**src/rtl/fha_pkg.sv**
```systemverilog
package fha_pkg;

   typedef enum logic [2:0] {
      ST_RESET      = 3'd0,
      ST_SEARCH     = 3'd1,
      ST_SLIDE_WAIT = 3'd2,
      ST_CONFIRM    = 3'd3,
      ST_LOCKED     = 3'd4
   } fha_state_e;

endpackage

```
**src/rtl/fha_frame_tracker.sv**
```systemverilog
// Counts accepted words inside a frame and judges the header of word 0.
module fha_frame_tracker #(
   parameter int          WORD_W          = 32,
   parameter int          WORDS_PER_FRAME = 8,
   parameter int          HDR_W           = 2,
   parameter logic [HDR_W-1:0] HDR_PAT_A  = 2'b01,
   parameter logic [HDR_W-1:0] HDR_PAT_B  = 2'b10
) (
   input  logic              clk,
   input  logic              rst_n,
   input  logic [WORD_W-1:0] rx_word,
   input  logic              rx_valid,
   output logic              hdr_evt,
   output logic              hdr_ok
);

   localparam int IDX_W = (WORDS_PER_FRAME > 1) ? $clog2(WORDS_PER_FRAME) : 1;
   localparam logic [IDX_W-1:0] IDX_LAST = IDX_W'(WORDS_PER_FRAME - 1);

   logic [IDX_W-1:0]  idx_q;
   logic [HDR_W-1:0]  hdr_field;
   logic              hdr_match;
   logic              first_word;
   logic              unused_payload;

   assign hdr_field      = rx_word[WORD_W-1 -: HDR_W];
   assign unused_payload = ^rx_word[WORD_W-HDR_W-1:0];
   assign first_word     = rx_valid && (idx_q == '0);

   generate
      if (HDR_PAT_A == HDR_PAT_B) begin : g_single_pattern
         assign hdr_match = (hdr_field == HDR_PAT_A);
      end else begin : g_dual_pattern
         assign hdr_match = (hdr_field == HDR_PAT_A) || (hdr_field == HDR_PAT_B);
      end
   endgenerate

   always_ff @(posedge clk or negedge rst_n) begin
      if (!rst_n) begin
         idx_q <= '0;
      end else if (rx_valid) begin
         if (idx_q == IDX_LAST) begin
            idx_q <= '0;
         end else begin
            idx_q <= idx_q + IDX_W'(1);
         end
      end
   end

   always_ff @(posedge clk or negedge rst_n) begin
      if (!rst_n) begin
         hdr_evt <= 1'b0;
         hdr_ok  <= 1'b0;
      end else begin
         hdr_evt <= first_word;
         hdr_ok  <= first_word && hdr_match;
      end
   end

endmodule

```
**src/rtl/fha_slip_ctrl.sv**
```systemverilog
// Produces the slide pulse, the guard time after it and the optional
// transceiver reset after slides that leave the position even.
module fha_slip_ctrl #(
   parameter int WORD_W       = 32,
   parameter int SLIP_CYCLES  = 2,
   parameter int GUARD_CYCLES = 40,
   parameter bit EVEN_RST_EN  = 1'b1,
   parameter int RST_CYCLES   = 10
) (
   input  logic clk,
   input  logic rst_n,
   input  logic slide_go,
   output logic slip_req,
   output logic busy,
   output logic xcvr_rst
);

   localparam int PULSE_W = $clog2(SLIP_CYCLES + 1);
   localparam int GUARD_W = $clog2(GUARD_CYCLES + 1);

   logic [PULSE_W-1:0] pulse_q;
   logic [GUARD_W-1:0] guard_q;

   always_ff @(posedge clk or negedge rst_n) begin
      if (!rst_n) begin
         pulse_q <= '0;
         guard_q <= '0;
      end else if (slide_go && (pulse_q == '0) && (guard_q == '0)) begin
         pulse_q <= PULSE_W'(SLIP_CYCLES);
      end else if (pulse_q != '0) begin
         pulse_q <= pulse_q - PULSE_W'(1);
         if (pulse_q == PULSE_W'(1)) begin
            guard_q <= GUARD_W'(GUARD_CYCLES);
         end
      end else if (guard_q != '0) begin
         guard_q <= guard_q - GUARD_W'(1);
      end
   end

   assign slip_req = (pulse_q != '0);
   assign busy     = (pulse_q != '0) || (guard_q != '0);

   generate
      if (EVEN_RST_EN) begin : g_even_reset
         localparam int POS_W = $clog2(WORD_W);
         localparam int RST_W = $clog2(RST_CYCLES + 1);

         logic [POS_W-1:0] pos_q;
         logic [POS_W-1:0] pos_next;
         logic [RST_W-1:0] rst_q;

         assign pos_next = pos_q + POS_W'(1);

         always_ff @(posedge clk or negedge rst_n) begin
            if (!rst_n) begin
               pos_q <= '0;
               rst_q <= '0;
            end else if (slide_go && !busy) begin
               pos_q <= pos_next;
               if (!pos_next[0]) begin
                  rst_q <= RST_W'(RST_CYCLES);
               end else if (rst_q != '0) begin
                  rst_q <= rst_q - RST_W'(1);
               end
            end else if (rst_q != '0) begin
               rst_q <= rst_q - RST_W'(1);
            end
         end

         assign xcvr_rst = (rst_q != '0);
      end else begin : g_no_reset
         assign xcvr_rst = 1'b0;
      end
   endgenerate

endmodule

```
**src/rtl/fha_loss_window.sv**
```systemverilog
// Counts invalid headers over a fixed window of frames while locked.
module fha_loss_window #(
   parameter int WIN_FRAMES = 64,
   parameter int BAD_LIMIT  = 5
) (
   input  logic clk,
   input  logic rst_n,
   input  logic active,
   input  logic hdr_evt,
   input  logic hdr_ok,
   output logic lose
);

   localparam int WIN_W = $clog2(WIN_FRAMES);
   localparam int BAD_W = $clog2(BAD_LIMIT + 1);
   localparam logic [WIN_W-1:0] WIN_LAST = WIN_W'(WIN_FRAMES - 1);
   localparam logic [BAD_W-1:0] BAD_MAX  = BAD_W'(BAD_LIMIT);

   logic [WIN_W-1:0] win_q;
   logic [BAD_W-1:0] bad_q;

   assign lose = active && hdr_evt && !hdr_ok && (bad_q == BAD_MAX);

   always_ff @(posedge clk or negedge rst_n) begin
      if (!rst_n) begin
         win_q <= '0;
         bad_q <= '0;
      end else if (!active) begin
         win_q <= '0;
         bad_q <= '0;
      end else if (hdr_evt) begin
         if (lose || (win_q == WIN_LAST)) begin
            win_q <= '0;
            bad_q <= '0;
         end else begin
            win_q <= win_q + WIN_W'(1);
            if (!hdr_ok) begin
               bad_q <= bad_q + BAD_W'(1);
            end
         end
      end
   end

endmodule

```
**src/rtl/fha_align_fsm.sv**
```systemverilog
// Alignment state machine: search, slide, confirm and lock.
module fha_align_fsm
   import fha_pkg::*;
#(
   parameter int GOOD_TO_LOCK = 32
) (
   input  logic clk,
   input  logic rst_n,
   input  logic hdr_evt,
   input  logic hdr_ok,
   input  logic slip_busy,
   input  logic lose,
   output logic slide_go,
   output logic locked
);

   localparam int RUN_W = $clog2(GOOD_TO_LOCK + 1);
   localparam logic [RUN_W-1:0] RUN_LAST = RUN_W'(GOOD_TO_LOCK - 1);

   fha_state_e       state_q, state_d;
   logic [RUN_W-1:0] run_q, run_d;

   always_comb begin
      state_d  = state_q;
      run_d    = run_q;
      slide_go = 1'b0;
      case (state_q)
         ST_RESET: begin
            state_d = ST_SEARCH;
            run_d   = '0;
         end
         ST_SEARCH, ST_CONFIRM: begin
            if (hdr_evt) begin
               if (hdr_ok) begin
                  if (run_q == RUN_LAST) begin
                     state_d = ST_LOCKED;
                     run_d   = '0;
                  end else begin
                     state_d = ST_CONFIRM;
                     run_d   = run_q + RUN_W'(1);
                  end
               end else begin
                  slide_go = 1'b1;
                  run_d    = '0;
                  state_d  = ST_SLIDE_WAIT;
               end
            end
         end
         ST_SLIDE_WAIT: begin
            if (!slip_busy) begin
               state_d = ST_SEARCH;
            end
         end
         ST_LOCKED: begin
            if (lose) begin
               state_d = ST_SEARCH;
            end
         end
         default: begin
            state_d = ST_SEARCH;
            run_d   = '0;
         end
      endcase
   end

   always_ff @(posedge clk or negedge rst_n) begin
      if (!rst_n) begin
         state_q <= ST_RESET;
         run_q   <= '0;
      end else begin
         state_q <= state_d;
         run_q   <= run_d;
      end
   end

   assign locked = (state_q == ST_LOCKED);

endmodule

```
**src/rtl/frame_header_aligner.sv**
```systemverilog
// Top level: frame header aligner with bitslip request.
module frame_header_aligner #(
   parameter int WORD_W          = 32,
   parameter int WORDS_PER_FRAME = 8,
   parameter int HDR_W           = 2,
   parameter logic [HDR_W-1:0] HDR_PAT_A = 2'b01,
   parameter logic [HDR_W-1:0] HDR_PAT_B = 2'b10,
   parameter int GOOD_TO_LOCK    = 32,
   parameter int WIN_FRAMES      = 64,
   parameter int BAD_LIMIT       = 5,
   parameter int SLIP_CYCLES     = 2,
   parameter int GUARD_CYCLES    = 40,
   parameter bit EVEN_RST_EN     = 1'b1,
   parameter int RST_CYCLES      = 10
) (
   input  logic              clk,
   input  logic              rst_n,
   input  logic [WORD_W-1:0] rx_word,
   input  logic              rx_valid,
   output logic              slip_req,
   output logic              frame_strobe,
   output logic              locked,
   output logic              xcvr_rst
);

   generate
      if (HDR_W < 1 || HDR_W >= WORD_W) begin : g_chk_hdr
         $error("header width must be at least 1 and below the word width");
      end
      if (WORDS_PER_FRAME < 2) begin : g_chk_frame
         $error("a frame must span at least two words");
      end
      if (GOOD_TO_LOCK < 1) begin : g_chk_good
         $error("lock run must be at least one frame");
      end
      if (WIN_FRAMES < 2 || BAD_LIMIT < 1 || BAD_LIMIT >= WIN_FRAMES) begin : g_chk_win
         $error("loss window must exceed the invalid-header limit");
      end
      if (SLIP_CYCLES < 1 || GUARD_CYCLES < 1 || RST_CYCLES < 1) begin : g_chk_slip
         $error("slide, guard and reset durations must be positive");
      end
      if (WORD_W < 2) begin : g_chk_word
         $error("word width must be at least two bits");
      end
   endgenerate

   logic hdr_evt;
   logic hdr_ok;
   logic slide_go;
   logic slip_busy;
   logic lose;

   fha_frame_tracker #(
      .WORD_W          (WORD_W),
      .WORDS_PER_FRAME (WORDS_PER_FRAME),
      .HDR_W           (HDR_W),
      .HDR_PAT_A       (HDR_PAT_A),
      .HDR_PAT_B       (HDR_PAT_B)
   ) u_tracker (
      .clk      (clk),
      .rst_n    (rst_n),
      .rx_word  (rx_word),
      .rx_valid (rx_valid),
      .hdr_evt  (hdr_evt),
      .hdr_ok   (hdr_ok)
   );

   fha_align_fsm #(
      .GOOD_TO_LOCK (GOOD_TO_LOCK)
   ) u_fsm (
      .clk       (clk),
      .rst_n     (rst_n),
      .hdr_evt   (hdr_evt),
      .hdr_ok    (hdr_ok),
      .slip_busy (slip_busy),
      .lose      (lose),
      .slide_go  (slide_go),
      .locked    (locked)
   );

   fha_loss_window #(
      .WIN_FRAMES (WIN_FRAMES),
      .BAD_LIMIT  (BAD_LIMIT)
   ) u_window (
      .clk     (clk),
      .rst_n   (rst_n),
      .active  (locked),
      .hdr_evt (hdr_evt),
      .hdr_ok  (hdr_ok),
      .lose    (lose)
   );

   fha_slip_ctrl #(
      .WORD_W       (WORD_W),
      .SLIP_CYCLES  (SLIP_CYCLES),
      .GUARD_CYCLES (GUARD_CYCLES),
      .EVEN_RST_EN  (EVEN_RST_EN),
      .RST_CYCLES   (RST_CYCLES)
   ) u_slip (
      .clk      (clk),
      .rst_n    (rst_n),
      .slide_go (slide_go),
      .slip_req (slip_req),
      .busy     (slip_busy),
      .xcvr_rst (xcvr_rst)
   );

   assign frame_strobe = hdr_evt;

endmodule

```
**config.mk**
```make
export PLATFORM = sky130hd
export DESIGN_NAME = frame_header_aligner
export DESIGN_NICKNAME = d
export VERILOG_FILES = /design/src/rtl/fha_pkg.sv /design/src/rtl/fha_frame_tracker.sv /design/src/rtl/fha_slip_ctrl.sv /design/src/rtl/fha_loss_window.sv /design/src/rtl/fha_align_fsm.sv /design/src/rtl/frame_header_aligner.sv
export SDC_FILE = /design/constraint.sdc
export NUM_CORES = 1
export LEC_CHECK = 0
export ABC_AREA = 1
export BUFFER_PORTS_ARGS = -buffer_cell sky130_fd_sc_hd__buf_2
export CAP_MARGIN = 20
export CORE_ASPECT_RATIO = 1.2
export CORE_UTILIZATION = 25
export CTS_BUF_LIST = sky130_fd_sc_hd__clkbuf_4 sky130_fd_sc_hd__clkbuf_8
export DETAILED_ROUTE_END_ITERATION = 16
export GPL_TIMING_DRIVEN = 0
export MAX_ROUTING_LAYER = met4
export RECOVER_POWER = 100
export SYNTH_ARGS = -nofsm -noshare
export SYNTH_HDL_FRONTEND = slang
export SYNTH_SLANG_ARGS = --single-unit
```
**constraint.sdc**
```tcl
create_clock -name clk -period 3.7 [get_ports clk]
set_input_delay 0 -clock clk [delete_from_list [all_inputs] [get_ports clk]]
set_output_delay 0 -clock clk [all_outputs]
set_load 0.02 [all_outputs]
```
After elaboration in Yosys (flattened, before gate mapping)
Cells that the tools add are included.
{"block": "op_classes", "mux": 29, "n_bitwise": 2, "eq_ne": 17, "n_reduce_logical": 27, "addsub": 8}
{"op": "2-to-1 mux 6 bit", "n": 9}
{"op": "2-to-1 mux 3 bit", "n": 10}
{"op": "adder 6 x 1 -> 6 bit, second input constant", "n": 2}
{"op": "2-to-1 mux 4 bit", "n": 3}
{"op": "one-hot mux 6 bit (2 select lines)", "n": 1}
{"op": "== test 3 bit, second input constant", "n": 3}
{"op": "one-hot mux 3 bit (3 select lines)", "n": 1}
{"op": "logical AND 1 bit", "n": 8}
{"op": "!= test 2 bit, second input constant", "n": 4}
{"op": "adder 3 x 1 -> 3 bit, second input constant", "n": 2}
{"op": "== test 3 x 2 -> 1 bit, second input constant", "n": 2}
{"op": "== test 6 x 5 -> 1 bit, second input constant", "n": 1}
{"op": "== test 6 bit, second input constant", "n": 1}
{"op": "zero test 6 bit", "n": 1}
{"op": "AND reduction 3 bit", "n": 2}
{"op": "nonzero test 2 bit", "n": 3}
{"op": "nonzero test 6 bit", "n": 1}
{"op": "subtractor 6 x 1 -> 6 bit, second input constant", "n": 1}
{"op": "adder 5 x 1 -> 5 bit, second input constant", "n": 1}
{"op": "== test 2 x 1 -> 1 bit, second input constant", "n": 2}
{"op": "2-to-1 mux 2 bit", "n": 2}
{"op": "AND reduction 2 bit", "n": 2}
{"op": "nonzero test 4 bit", "n": 1}
{"op": "OR reduction 2 bit", "n": 2}
{"op": "other kinds (12)", "n": 18}
{"block": "totals", "inputBits": 35, "regBits": 40, "wordCells": 94}

Longest topological paths before layout
{"block": "depth", "depth_word": 8, "ltp_mapped": 10}

Modules after synthesis
From an unflattened synthesis, not the netlist that was laid out.
{"block": "hier_totals", "cells_unflattened": 280, "hier_area_um2": 2227.1}
{"mod": "fha_slip_ctrl", "instances": 1, "area_per_inst_um2": 823.3, "seq_area_each_um2": 325.3, "cells_per_inst": 93}
{"mod": "fha_align_fsm", "instances": 1, "area_per_inst_um2": 591.8, "seq_area_each_um2": 225.2, "cells_per_inst": 87}
{"mod": "fha_loss_window", "instances": 1, "area_per_inst_um2": 564.3, "seq_area_each_um2": 225.2, "cells_per_inst": 73}
{"mod": "fha_frame_tracker", "instances": 1, "area_per_inst_um2": 247.7, "seq_area_each_um2": 125.1, "cells_per_inst": 27}

Worst setup path before layout
No wires, ideal clock.
{"block": "synth_timing", "path_type": "register to register", "startpoint": "reg u_slip.pulse_q[0]", "endpoint": "reg u_slip.g_even_reset.rst_q[0]", "required_ns": 3.579, "t_arrival_ns": 1.214, "synth_period_minus_slack_ns": 1.334, "setup_ns": 0.121, "stages_incl_launch_ff": 11, "path_buffers": 1, "path_slack_ns": 2.366, "cell_sequence": "dfrtp_1 > inv_1 > ha_1 > buf_4 > nand2_1 > inv_1 > nand3_2 > nor2_2 > nand2_1 > inv_2 > a21oi_1"}
{"block": "synth_between", "elab_chain_len": 5}
{"element": "start: declaration", "line": "fha_slip_ctrl.sv:21", "rtl": "logic [PULSE_W-1:0] pulse_q;"}
{"element": "start signal: assignment", "line": "fha_slip_ctrl.sv:29", "rtl": "pulse_q <= PULSE_W'(SLIP_CYCLES);"}
{"element": "start signal: assignment", "line": "fha_slip_ctrl.sv:31", "rtl": "pulse_q <= pulse_q - PULSE_W'(1);"}
{"element": "nonzero test 2 bit", "line": "fha_slip_ctrl.sv:41", "rtl": "assign busy = (pulse_q != '0) || (guard_q != '0);"}
{"element": "logical OR 1 bit", "line": "fha_slip_ctrl.sv:41"}
{"element": "zero test 1 bit", "line": "fha_slip_ctrl.sv:58", "rtl": "end else if (slide_go && !busy) begin"}
{"element": "logical AND 1 bit", "line": "fha_slip_ctrl.sv:58"}
{"element": "2-to-1 mux 4 bit", "line": "fha_slip_ctrl.sv:58"}
{"element": "end signal: assignment", "line": "fha_slip_ctrl.sv:61", "rtl": "rst_q <= RST_W'(RST_CYCLES);"}
{"element": "end signal: assignment", "line": "fha_slip_ctrl.sv:63", "rtl": "rst_q <= rst_q - RST_W'(1);"}
{"element": "end signal: assignment", "line": "fha_slip_ctrl.sv:66", "rtl": "rst_q <= rst_q - RST_W'(1);"}
{"element": "end: declaration", "line": "fha_slip_ctrl.sv:50", "rtl": "logic [RST_W-1:0] rst_q;"}
Every way passes these cells.
A chain may end at the register's enable or synchronous reset.

Worst setup path after layout
{"block": "layout_timing", "startpoint": "reg u_slip.pulse_q[0]", "endpoint": "reg u_slip.guard_q[2]"}
{"block": "layout_between", "elab_chain_len": 5, "elab_cells_between_ends": 10, "cone_classes": "2 x eq/ne; 1 x mux; 1 x bitwise; 6 x reduce/logical"}
{"element": "parallel branches: the longest is 5 deep, another holds AND reduction 3 bit"}
{"element": "end signal: assignment", "line": "fha_slip_ctrl.sv:33", "rtl": "guard_q <= GUARD_W'(GUARD_CYCLES);"}
{"element": "end signal: assignment", "line": "fha_slip_ctrl.sv:36", "rtl": "guard_q <= guard_q - GUARD_W'(1);"}
{"element": "end: declaration", "line": "fha_slip_ctrl.sv:22", "rtl": "logic [GUARD_W-1:0] guard_q;"}
Parallel ways; which one is timed is not known.

==> impl_metrics.ini <==
[timing]
rsz0062_at_grt = no
slew_headroom_pct = -29.92
final.setup.tns_ns = 0
hold_violations = 0
tightest_slew_ns = 1.949
fin_crit_sh_pct = 57.62
finalCriticalPeriod_ns = 2.132
clock_skew_ns = 0.008293
finalMaxSlewViolations = 37
setup_violations = 0
max_freq_ghz = 0.4691

[pwr]
totalPowerFinal_mw = 1.366
ir_worst_vdd_mv = 0.1712
power.density_nw_per_um2 = 589.1
leakage_nw = 1.191

[cells_and_area]
diodes = 0
drive_gt1_share_pct = 9.609
syn_to_final_growth_pct = 11.16
fin_nets = 328

[clock_tree]
clk_path_buf_depth = 2
cts_tree = done
worstSkewPairLatency_ns = 0.29
numCtsBuffers = 5
path_clk_slew_ns = 0.08
cts_max_level = 2
post-cts-setup-buffers = 0
clock_sinks = 36
cts_root_buffer = clkbuf_8

[yosys]
syn-num-nets = 309
yosysWarningCount = 0
ys_types = 29
yosysSeqAreaShare_pct = 43.19
synthesis.area_sq_um = 2086
synth_ff_type = dfrtp_1
synthArstFlopShare_pct = 100.0
postSynthCellCount = 262
synth.avg_cell_area_sq_um = 7.961
synth_edf_count = 0
ys_ff_latch = 36

[grt]
antenna_found_initial = 0
grt_pass1_wl_um = 6789
grt_usage_pct = 10.06
first_global_vias = 1547
overflow = 0
grt_max_degree = 37

[job]
cap_violations = 1

[critical_path]
arrival_ns = 2.32
path_cells = inv_1 > ha_1 > clkbuf_1 > nand2_1 > inv_1 > nand3_1 > o21ai_0 > clkinv_1 > nand3_1 > nand2_1
crit_path_end_kind = flip-flop
crit_family = buffers and inverters
cp_num_buf_inv = 4
cp_data_required_time_ns = 3.88
critPathKind = flip-flop to flip-flop
cpMaxStageDelayCell = dfrtp_1
start_kind = flip-flop
worstPathMaxFanout = 9
cp_slowest_stage_delay_ns = 0.42

[detailed_routing]
dr.first_iter.drc_count = 62
finalWirelength_um = 3678
drt-pass1-iter-count = 4
via_per_inst = 4.370
drtAntennaViolNets = 0
remaining_drc_errors = 0
dr_total_vias = 1643
wl_per_cell_um = 9.782

[floorplan]
fp.dieArea_sq_um = 8713
ioPinCount = 39
start_util_pct = 25.73
die_h_um = 102.1
fp-row-count = 36
die_x_um = 85.38
core_sq_um = 8108

[outcome]
violations = max-capacitance violations, max-slew violations
status = finished, violations left

[placement]
io_buffers = 8
routabilityCongestion = 0.8020
dp_hpwl_um = 2704

[worst_hold_path]
holdCritPathClass = flip-flop to flip-flop
==> kinds of logic after synthesis <==
logic type / share of synthesized area (%)
AND/OR/NAND/NOR: 31.25
XOR/XNOR: 1.260
AO/OA/AOI/OAI: 8.459
adder cells (fa/ha/maj): 7.198
buffers and inverters: 8.638
flip-flops: 43.19
==> what timing repair did <==
item / in CTS / in global routing
endpoints found under the setup margin: 0 / 0
endpoints found under the hold margin: 40 / 0
gates resized for setup: 0 / 0
hold buffers: 4 / 0
==> final timing paths <==
path,from,endpoint,slack [ns],cells past startpoint
setup / recovery,u_slip.pulse_q[0],u_slip.guard_q[2],1.57,10
hold / removal,u_slip.guard_q[0],u_slip.guard_q[0],0.49,1
setup reg to reg,u_slip.pulse_q[0],u_slip.guard_q[2],1.57,10
hold reg to reg,u_slip.guard_q[0],u_slip.guard_q[0],0.49,1
max in group asynchronous,rst_n,u_fsm.run_q[2],1.79,2
min in group asynchronous,rst_n,u_slip.guard_q[5],0.80,2
==> sequential cells by signal, indices dropped and copies added (netlist names), 2 cells and up <==
signal / count
u_window.bad_q: 3
u_fsm.run_q: 6
u_tracker.idx_q: 3
u_slip.guard_q: 6
u_window.win_q: 6
u_fsm.state_q: 3
u_slip.g_even_reset.rst_q: 4
u_slip.pulse_q: 2
==> cells in the mapped netlist (2+ instances only) <==
library cell  number  area (sq um)
nand2_1           68         255.2
inv_1             37         138.9
dfrtp_1           36         900.9
nand3_1           23         115.1
nor2_1            19         71.32
ha_1              12         150.1
o21ai_0           10         50.05
a21oi_1            8         40.04
inv_2              6         22.52
o21ai_1            6         30.03
nand4_1            5         31.28
nor2_2             4         25.02
a21oi_2            3         26.28
nand2_2            3         18.77
nand3_2            3         30.03
nand2_4            2         22.52
nand3b_1           2         15.01
nor2_8             2         40.04
nor3_1             2         10.01
xor2_1             2         17.52
==> layer usage <==
| layer | GRT usage [%] | wire (um) | up-vias |
|---|---|---|---|
| li1 | - | - | 868 |
| met1 | 11.73 | 1729 | 755 |
| met2 | 17.06 | 1809 | 13 |
| met3 | 2.181 | 76 | 7 |
| met4 | 3.846 | 63 | 0 |
| met5 | - | 0 | - |
==> report_power, final <==
part / internal (mW) / switching, mW / total (mW)
clock network: 0.127 / 0.142 / 0.269
logic: 0.184 / 0.325 / 0.509
registers: 0.497 / 0.0899 / 0.587
total: 0.809 / 0.557 / 1.37
==> layout by cell type (no fill, tap or decap), types with 3 or more instances in the layout <==
cell type and instances:
clkbuf_8 5, dlygate4sd3_1 4, ha_1 12, clkbuf_1 6
nand3_1 24, o21ai_0 16, inv_2 4, buf_2 3
nor2_1 22, a21oi_1 10, nand4_1 5, dfrtp_1 36
inv_1 38, nand2_2 3, nand2_1 68
==> metrics by stage <==
stage / hold slack (ns) / cell area [sq um] / setup slack [ns] / util (%) / instances
finish: 0.4932 / 2318 / 1.568 / 28.60 / 376
CTS: 0.3792 / 2366 / 2.154 / 29.18 / 376
floorplan: -0.2956 / 2086 / 2.366 / - / 262
detailed placement: 0.1525 / 2245 / 2.185 / 27.69 / 365
global placement: 0.1552 / 2245 / 2.197 / 27.69 / 365
global route: 0.5024 / 2318 / 1.245 / 28.60 / 376
==> cell type report <==
type / instances / area (sq um)
clock buffer: 5 / 68.82
multi-input combinational: 181 / 967.2
clock inverter: 2 / 12.51
inverter: 43 / 161.4
sequential: 36 / 900.9
tap: 95 / 118.9
buffer: 2 / 15.01
fill: 889 / 5789
timing repair buffer: 12 / 73.82
(Power assumes the default switching activity.)
